==> src/rtl/qb_pkg.sv <==
package qb_pkg;
    typedef enum logic [0:0] {
        QB_HOLD  = 1'b0,
        QB_BOOST = 1'b1
    } qb_state_e;
endpackage

==> src/rtl/qb_sync.sv <==
module qb_sync #(
    parameter int WIDTH = 8,
    parameter int DEPTH = 2
) (
    input  logic             clk,
    input  logic             rst_n,
    input  logic [WIDTH-1:0] din,
    output logic [WIDTH-1:0] dout
);
    logic [DEPTH-1:0][WIDTH-1:0] chain;

    always_ff @(posedge clk or negedge rst_n) begin
        if (!rst_n) begin
            chain <= '1;
        end else begin
            chain[0] <= din;
            for (int i = 1; i < DEPTH; i++) begin
                chain[i] <= chain[i-1];
            end
        end
    end

    assign dout = chain[DEPTH-1];
endmodule

==> src/rtl/qb_boost_fsm.sv <==
module qb_boost_fsm
    import qb_pkg::*;
#(
    parameter int WIDTH = 8
) (
    input  logic             clk,
    input  logic             rst_n,
    input  logic             wr_pulse,
    input  logic [WIDTH-1:0] wr_data,
    input  logic             scl,
    output logic [WIDTH-1:0] boost_up
);
    qb_state_e        state, state_nx;
    logic [WIDTH-1:0] mask;
    logic             scl_q;
    logic             scl_fall;

    assign scl_fall = scl_q & ~scl;

    always_comb begin
        state_nx = state;
        unique case (state)
            QB_HOLD: begin
                if (wr_pulse && (|wr_data)) state_nx = QB_BOOST;          // arm
            end
            QB_BOOST: begin
                if (wr_pulse)      state_nx = (|wr_data) ? QB_BOOST : QB_HOLD; // rearm / clear
                else if (scl_fall) state_nx = QB_HOLD;                         // quench
            end
            default: state_nx = QB_HOLD;
        endcase
    end

    always_ff @(posedge clk or negedge rst_n) begin
        if (!rst_n) begin
            state <= QB_HOLD;
            mask  <= '0;
            scl_q <= 1'b1;
        end else begin
            state <= state_nx;
            scl_q <= scl;
            if (wr_pulse) mask <= wr_data;
        end
    end

    always_comb begin
        unique case (state)
            QB_BOOST: boost_up = mask;
            default:  boost_up = '0;
        endcase
    end


    boost_load_chk: assert property (@(posedge clk) disable iff (!rst_n)
        wr_pulse |=> boost_up == $past(wr_data));


    boost_quench_chk: assert property (@(posedge clk) disable iff (!rst_n)
        (scl_q && !scl && !wr_pulse) |=> boost_up == '0);
endmodule

==> src/rtl/qb_port_ctrl.sv <==
module qb_port_ctrl #(
    parameter int WIDTH      = 8,
    parameter int SYNC_DEPTH = 2
) (
    input  logic             clk,
    input  logic             rst_n,
    input  logic             wr_pulse,
    input  logic [WIDTH-1:0] wr_data,
    input  logic             scl,
    input  logic             rd_pulse,
    input  logic [WIDTH-1:0] pin_in,
    output logic [WIDTH-1:0] drive_low,
    output logic [WIDTH-1:0] boost_up,
    output logic [WIDTH-1:0] rd_data
);
    logic [WIDTH-1:0] latch;
    logic [WIDTH-1:0] pin_sync;

    always_ff @(posedge clk or negedge rst_n) begin
        if (!rst_n) begin
            latch <= '1;
        end else if (wr_pulse) begin
            latch <= wr_data;
        end
    end

    assign drive_low = ~latch;

    qb_sync #(.WIDTH(WIDTH), .DEPTH(SYNC_DEPTH)) u_sync (
        .clk   (clk),
        .rst_n (rst_n),
        .din   (pin_in),
        .dout  (pin_sync)
    );

    always_ff @(posedge clk or negedge rst_n) begin
        if (!rst_n) begin
            rd_data <= '1;
        end else if (rd_pulse) begin
            rd_data <= pin_sync & latch;
        end
    end

    qb_boost_fsm #(.WIDTH(WIDTH)) u_fsm (
        .clk      (clk),
        .rst_n    (rst_n),
        .wr_pulse (wr_pulse),
        .wr_data  (wr_data),
        .scl      (scl),
        .boost_up (boost_up)
    );


    no_fight_chk: assert property (@(posedge clk) disable iff (!rst_n)
        (boost_up & drive_low) == '0);


    latch_hold_chk: assert property (@(posedge clk) disable iff (!rst_n)
        !wr_pulse |=> $stable(drive_low));


    read_mask_chk: assert property (@(posedge clk) disable iff (!rst_n)
        rd_pulse |=> (rd_data & drive_low) == '0);
endmodule

==> config.mk <==
export PLATFORM = sky130hd
export DESIGN_NAME = qb_port_ctrl
export DESIGN_NICKNAME = d
export VERILOG_FILES = /design/src/rtl/qb_pkg.sv /design/src/rtl/qb_sync.sv /design/src/rtl/qb_boost_fsm.sv /design/src/rtl/qb_port_ctrl.sv
export SDC_FILE = /design/constraint.sdc
export NUM_CORES = 1
export LEC_CHECK = 0
export BUFFER_PORTS_ARGS = -buffer_cell sky130_fd_sc_hd__buf_2
export CORE_UTILIZATION = 45
export CTS_BUF_LIST = sky130_fd_sc_hd__clkbuf_8
export DETAILED_ROUTE_END_ITERATION = 6
export PLACE_DENSITY = 0.8
export SETUP_SLACK_MARGIN = 0.02
export SLEW_MARGIN = 20
export SYNTH_ARGS = -nofsm -noshare
export SYNTH_HDL_FRONTEND = slang
export SYNTH_SLANG_ARGS = --single-unit
==> constraint.sdc <==
create_clock -name clk -period 1.25 [get_ports clk]
set_clock_uncertainty 0.05 [all_clocks]
set_input_delay 0.1875 -clock clk [delete_from_list [all_inputs] [get_ports clk]]
set_output_delay 0.1875 -clock clk [all_outputs]
set_load 0.005 [all_outputs]
# Word-level counts from Yosys, hierarchy flattened
# Index checks and enable logic that the tools add are counted.
# word_totals
register_bits,42
input_bits,21
word_cells,20
# classes
mux,6
n_bitwise,5
n_reduce_logical,2
# op_table
operator,count
$and A8 B8 Y8,1
$mux W8,1
$not A8 Y8,1
$reduce_or A8 Y1,1
$mux W1,4
$not A1 Y1,2
$pmux W1 S2,1
$and A1 B1 Y1,1
$logic_and A1 B1 Y1,1

# Logic depth before layout (Yosys ltp)
# depth
ltp_word,5
ltp_mapped,4
mapped_depth_nobuf,3

# Hierarchy
# A second synthesis with hierarchy kept.
# hier_totals
cells_unflattened,123
area_unflattened_um2,1619.1
# modules_own_cells
mod,n_inst,cells_each,area_each_um2,seq_area_each_um2
qb_port_ctrl,1,66,670.6,420.4
qb_sync,1,24,480.5,420.4
qb_boost_fsm,1,33,467.9,251.5

# Least setup slack after synthesis
# Ideal clock, no wire load.
# synth_path
path_type,register to register
startpoint,register u_fsm.scl_q
endpoint,register u_fsm.state
arrival_ns,0.709
t_required_ns,1.059
slack_ns,0.350
stages_incl_launch_ff,4
period_less_slack_ns,0.900
cell_sequence,dfstp_2 nand2b_1 a21oi_1 a41oi_1
# synth_between
elab_chain_len,4
# synth_lines
element,line_no,source
from (decl),qb_boost_fsm.sv:15,logic scl_q;
from (signal assigned),qb_boost_fsm.sv:41,scl_q <= scl;
$and A1 B1 Y1,qb_boost_fsm.sv:18,assign scl_fall = scl_q & ~scl;
$mux W1,qb_boost_fsm.sv:28,else if (scl_fall) state_nx = QB_HOLD;
$mux W1,qb_boost_fsm.sv:27,if (wr_pulse) state_nx = (|wr_data) ? QB_BOOST : QB_HOLD;
$pmux W1 S2,qb_boost_fsm.sv:22,unique case (state)
via u_fsm.state_nx,qb_boost_fsm.sv:13,"qb_state_e state, state_nx;"
to (signal assigned),qb_boost_fsm.sv:40,state <= state_nx;
to (decl),qb_boost_fsm.sv:13,
# The timed path passes the listed nets, and every way through them passes these cells.
# A chain may end at the register's enable or synchronous reset.

# Worst setup path after layout
# layout_path
startpoint,register u_fsm.state
endpoint,output boost_up[1]
# layout_between
elab_chain_len,1
# layout_lines
element,line_no,source
$mux W8,qb_boost_fsm.sv:47,unique case (state)
to (decl),qb_port_ctrl.sv:13,"output logic [WIDTH-1:0] boost_up,"
# No other way between the ends.

==> summary.md <==
| Metric | Value |
|---|---|
| Initial antenna violation count | 0 |
| Antenna Cells | 0 |
| Number of buffers added on ports | 44 |
| Filler Cells Inserted | 262 |
| Startpoint Class | flip-flop |
| Sw Share | 23.30% |
| Endpoint class of the critical path | output port |
| Rel. slew slack | 69.69% |
| First drt pass iteration count | 5 |
| Placer Congestion | 0.7198 |
| Initial DRC Count | 32 |
| Detailed placement HPWL | 1885 um |
| Yosys cell types | 16 |
| H-tree depth | 2 |
| Failing checks | negative setup slack |
| Seq pwr share | 58.0% |
| Outcome | finished with violations |
| RSZ-0062 raised after global routing | true |
| Req. time, crit path | 1010 ps |
| # IOs | 45 |
| Avg Cell Area, Syn | 12.26 sq um |
| Met1 Use GR | 22.17% |
| Synth top area share | 57.04% |
| Tot GR Track Use | 17.99% |
| Wire length of the first global-routing pass | 4471 um |
| LEAKAGE | 0.9652 nW |
| Routed WL | 2911 um |
| Clock Latency Late Sink | 280 ps |
| Vias | 1058 |
| Cells after Synth | 124 |
| Combinational Power Share | 13.0% |
| Core Rows | 20 |
| Fin crit period | 1296 ps |
| Chip height | 60.12 um |
| CTS clk-pin slew, worst paths | 70 ps |
| Clk pwr share | 29.0% |
| Max-cap check violation count | 0 |
| Starting density of the core | 48.60% |
| Worst-case vdd ir drop | 0.9425 mV |
| Wire per inst | 12.44 um |
| Largest net degree at the start of global routing | 43 |
| Placed cell count | 209 |
| Footprint of the multi-input gates | 291.5 sq um |
| GRT overflow | 0 |
| Clock Root Buffer | clkbuf_8 |
| Vias in the first global route | 979 |
| Finished Core Util | 65.16% |
| Post-route insts no fill | 234 |
| Met2 Usage GRT | 28.73% |
| Routed Antenna Nets | 0 |
| Most frequent cells in the layout | buf_2, dfstp_2, inv_1 |
| Cell internal pwr | 2.075 mW |
| Post-synth top area cell | dfstp_2 |
| Dpl ws | 151.8 ps |
| Pins Over Slew Limit | 0 |
| Fin nets | 210 |
| Worst Path Arrival | 1060 ps |
| Gr busiest metal | met2 |
| Final setup margin | -45.54 ps |
| Crit path max fanout | 9 |
| Pwr dens | 1327 nW/um^2 |
| Class of the worst hold path | primary input to flip-flop |
| Setup violations, final | 8 |
| Fin crit share | 103.6% |
| Horiz. Die Dim | 60.12 um |
| Syn-to-layout area delta | 34.07% |
| CTS sink count | 42 |
| Seq cells post-synth | 42 |
| Synth warn | 0 |
| Syn Nets | 145 |
| Largest cells by area after synthesis | dfstp_2, dfrtp_1, inv_1 |
| Cells on worst reg2reg path | 4 |
| Sequential share of the synthesized area | 71.85% |
| Post-synthesis cell area | 1520 sq um |
| Final Hold Violating Endpoints | 0 |
| DR DRC count | 0 |
| Most common cell after layout, fill and taps aside | buf_2 |
| FF/Latch Area | 1094 sq um |
| F_max | 771.9 MHz |
| Worst-margin pin slew | 450.5 ps |
| CTS tree | built |
| Bufs on Longest Clock Path | 2 |
| Switching pwr | 630.3 uW |
| WHS Path Cells | 3 |
| Met3 Use GR | 5.844% |
| Layout cell share with drive strength beyond 1 | 54.74% |
| Core box area | 3128 sq um |
| Floorplan die area | 3614 sq um |
| Critical path class | flip-flop to output port |
| TritonCTS buffer count | 5 |
| Via density per instance | 4.521 |
cell type report:
type                       instances  area share, %
clock inverter                     3         0.5525
multi-input combinational         53          14.30
sequential                        42          53.65
tap                               44          2.701
clock buffer                       5          3.376
timing repair buffer              62          20.81
inverter                          25          4.604
Yosys cell counts:
| master | n |
|---|---|
| nand3_1 | 6 |
| o21ai_2 | 2 |
| nand2b_1 | 1 |
| inv_1 | 25 |
| a21oi_1 | 1 |
| nand2_1 | 8 |
| buf_6 | 4 |
| nor4_1 | 1 |
| and2_1 | 8 |
| dfrtp_1 | 9 |
| nand3_2 | 2 |
| nor3_1 | 1 |
| o21ai_1 | 5 |
| o21ai_0 | 17 |
| dfstp_2 | 33 |
| a41oi_1 | 1 |
state kept, by name, indices dropped and copies added, names as in the netlist:
signal,flops
rd_data,8
latch,8
u_fsm.scl_q,1
u_sync.dout,8
u_fsm.state,1
u_sync.chain,8
u_fsm.mask,8
stage by stage:
| stage | TNS, ps | cell area [sq um] | total power, mW | hold slack, ps |
|---|---|---|---|---|
| CTS | -333.1 | 1974 | 2.697 | 73.61 |
| detailed placement | 0 | 1770 | 1.862 | 123.0 |
| finish | -312.8 | 2038 | 2.706 | 83.20 |
| global route | -605.4 | 2038 | 2.840 | 101.8 |
| floorplan | 0 | 1520 | 1.701 | -158.1 |
| global placement | 0 | 1770 | 1.847 | 120.1 |
power groups by stage:
stage	registers (mW)	logic (mW)	clock network [mW]
2_1_floorplan	1.57	0.126	0
6_report	1.57	0.351	0.784
3_3_place_gp	1.58	0.266	0
4_1_cts	1.57	0.314	0.814
3_5_place_dp	1.59	0.274	0
5_1_grt	1.58	0.394	0.864
metal layers:
layer,routed length [um],part of all wire (%)
met5,0,0
met2,1462,50
met4,44,1.5
met1,1265,43
met3,139,4.8
worst max-delay path, stage by stage (launching register included):
cell	delay, ps
dfrtp_2	480
and2_1	170
buf_2	120
cells by family (layout without fill, tap and decap cells):
kind of cell,Yosys count,count (layout),share of synthesized area [%]
DFF,42,42,71.85
buffers and inverters,29,95,9.136
and+or+nand+nor,27,27,9.712
AOI/OAI and AO/OA,26,26,9.300
worst paths after layout:
kind | endpoint | start | slack [ps]
setup / recovery | boost_up[1] | u_fsm.state$_DFF_PN0_ | -50
hold / removal | latch[6]$_DFFE_PN1P_ | wr_data[6] | 80
setup reg to reg | latch[6]$_DFFE_PN1P_ | latch[6]$_DFFE_PN1P_ | 180
hold reg to reg | u_sync.dout[4]$_DFF_PN1_ | u_sync.chain[4]$_DFF_PN1_ | 310
max in group asynchronous | u_sync.chain[2]$_DFF_PN1_ | rst_n | 550
min in group asynchronous | u_fsm.mask[5]$_DFFE_PN0P_ | rst_n | 350
repair_timing:
item,CTS,global route
gates resized for setup,7,8
pin swaps,0,1
hold buffers,10,0
endpoints found under the hold margin,18,0
endpoints found under the setup margin,14,16
setup buffers,3,4
No activity file was read; power rests on OpenSTA's default activity.
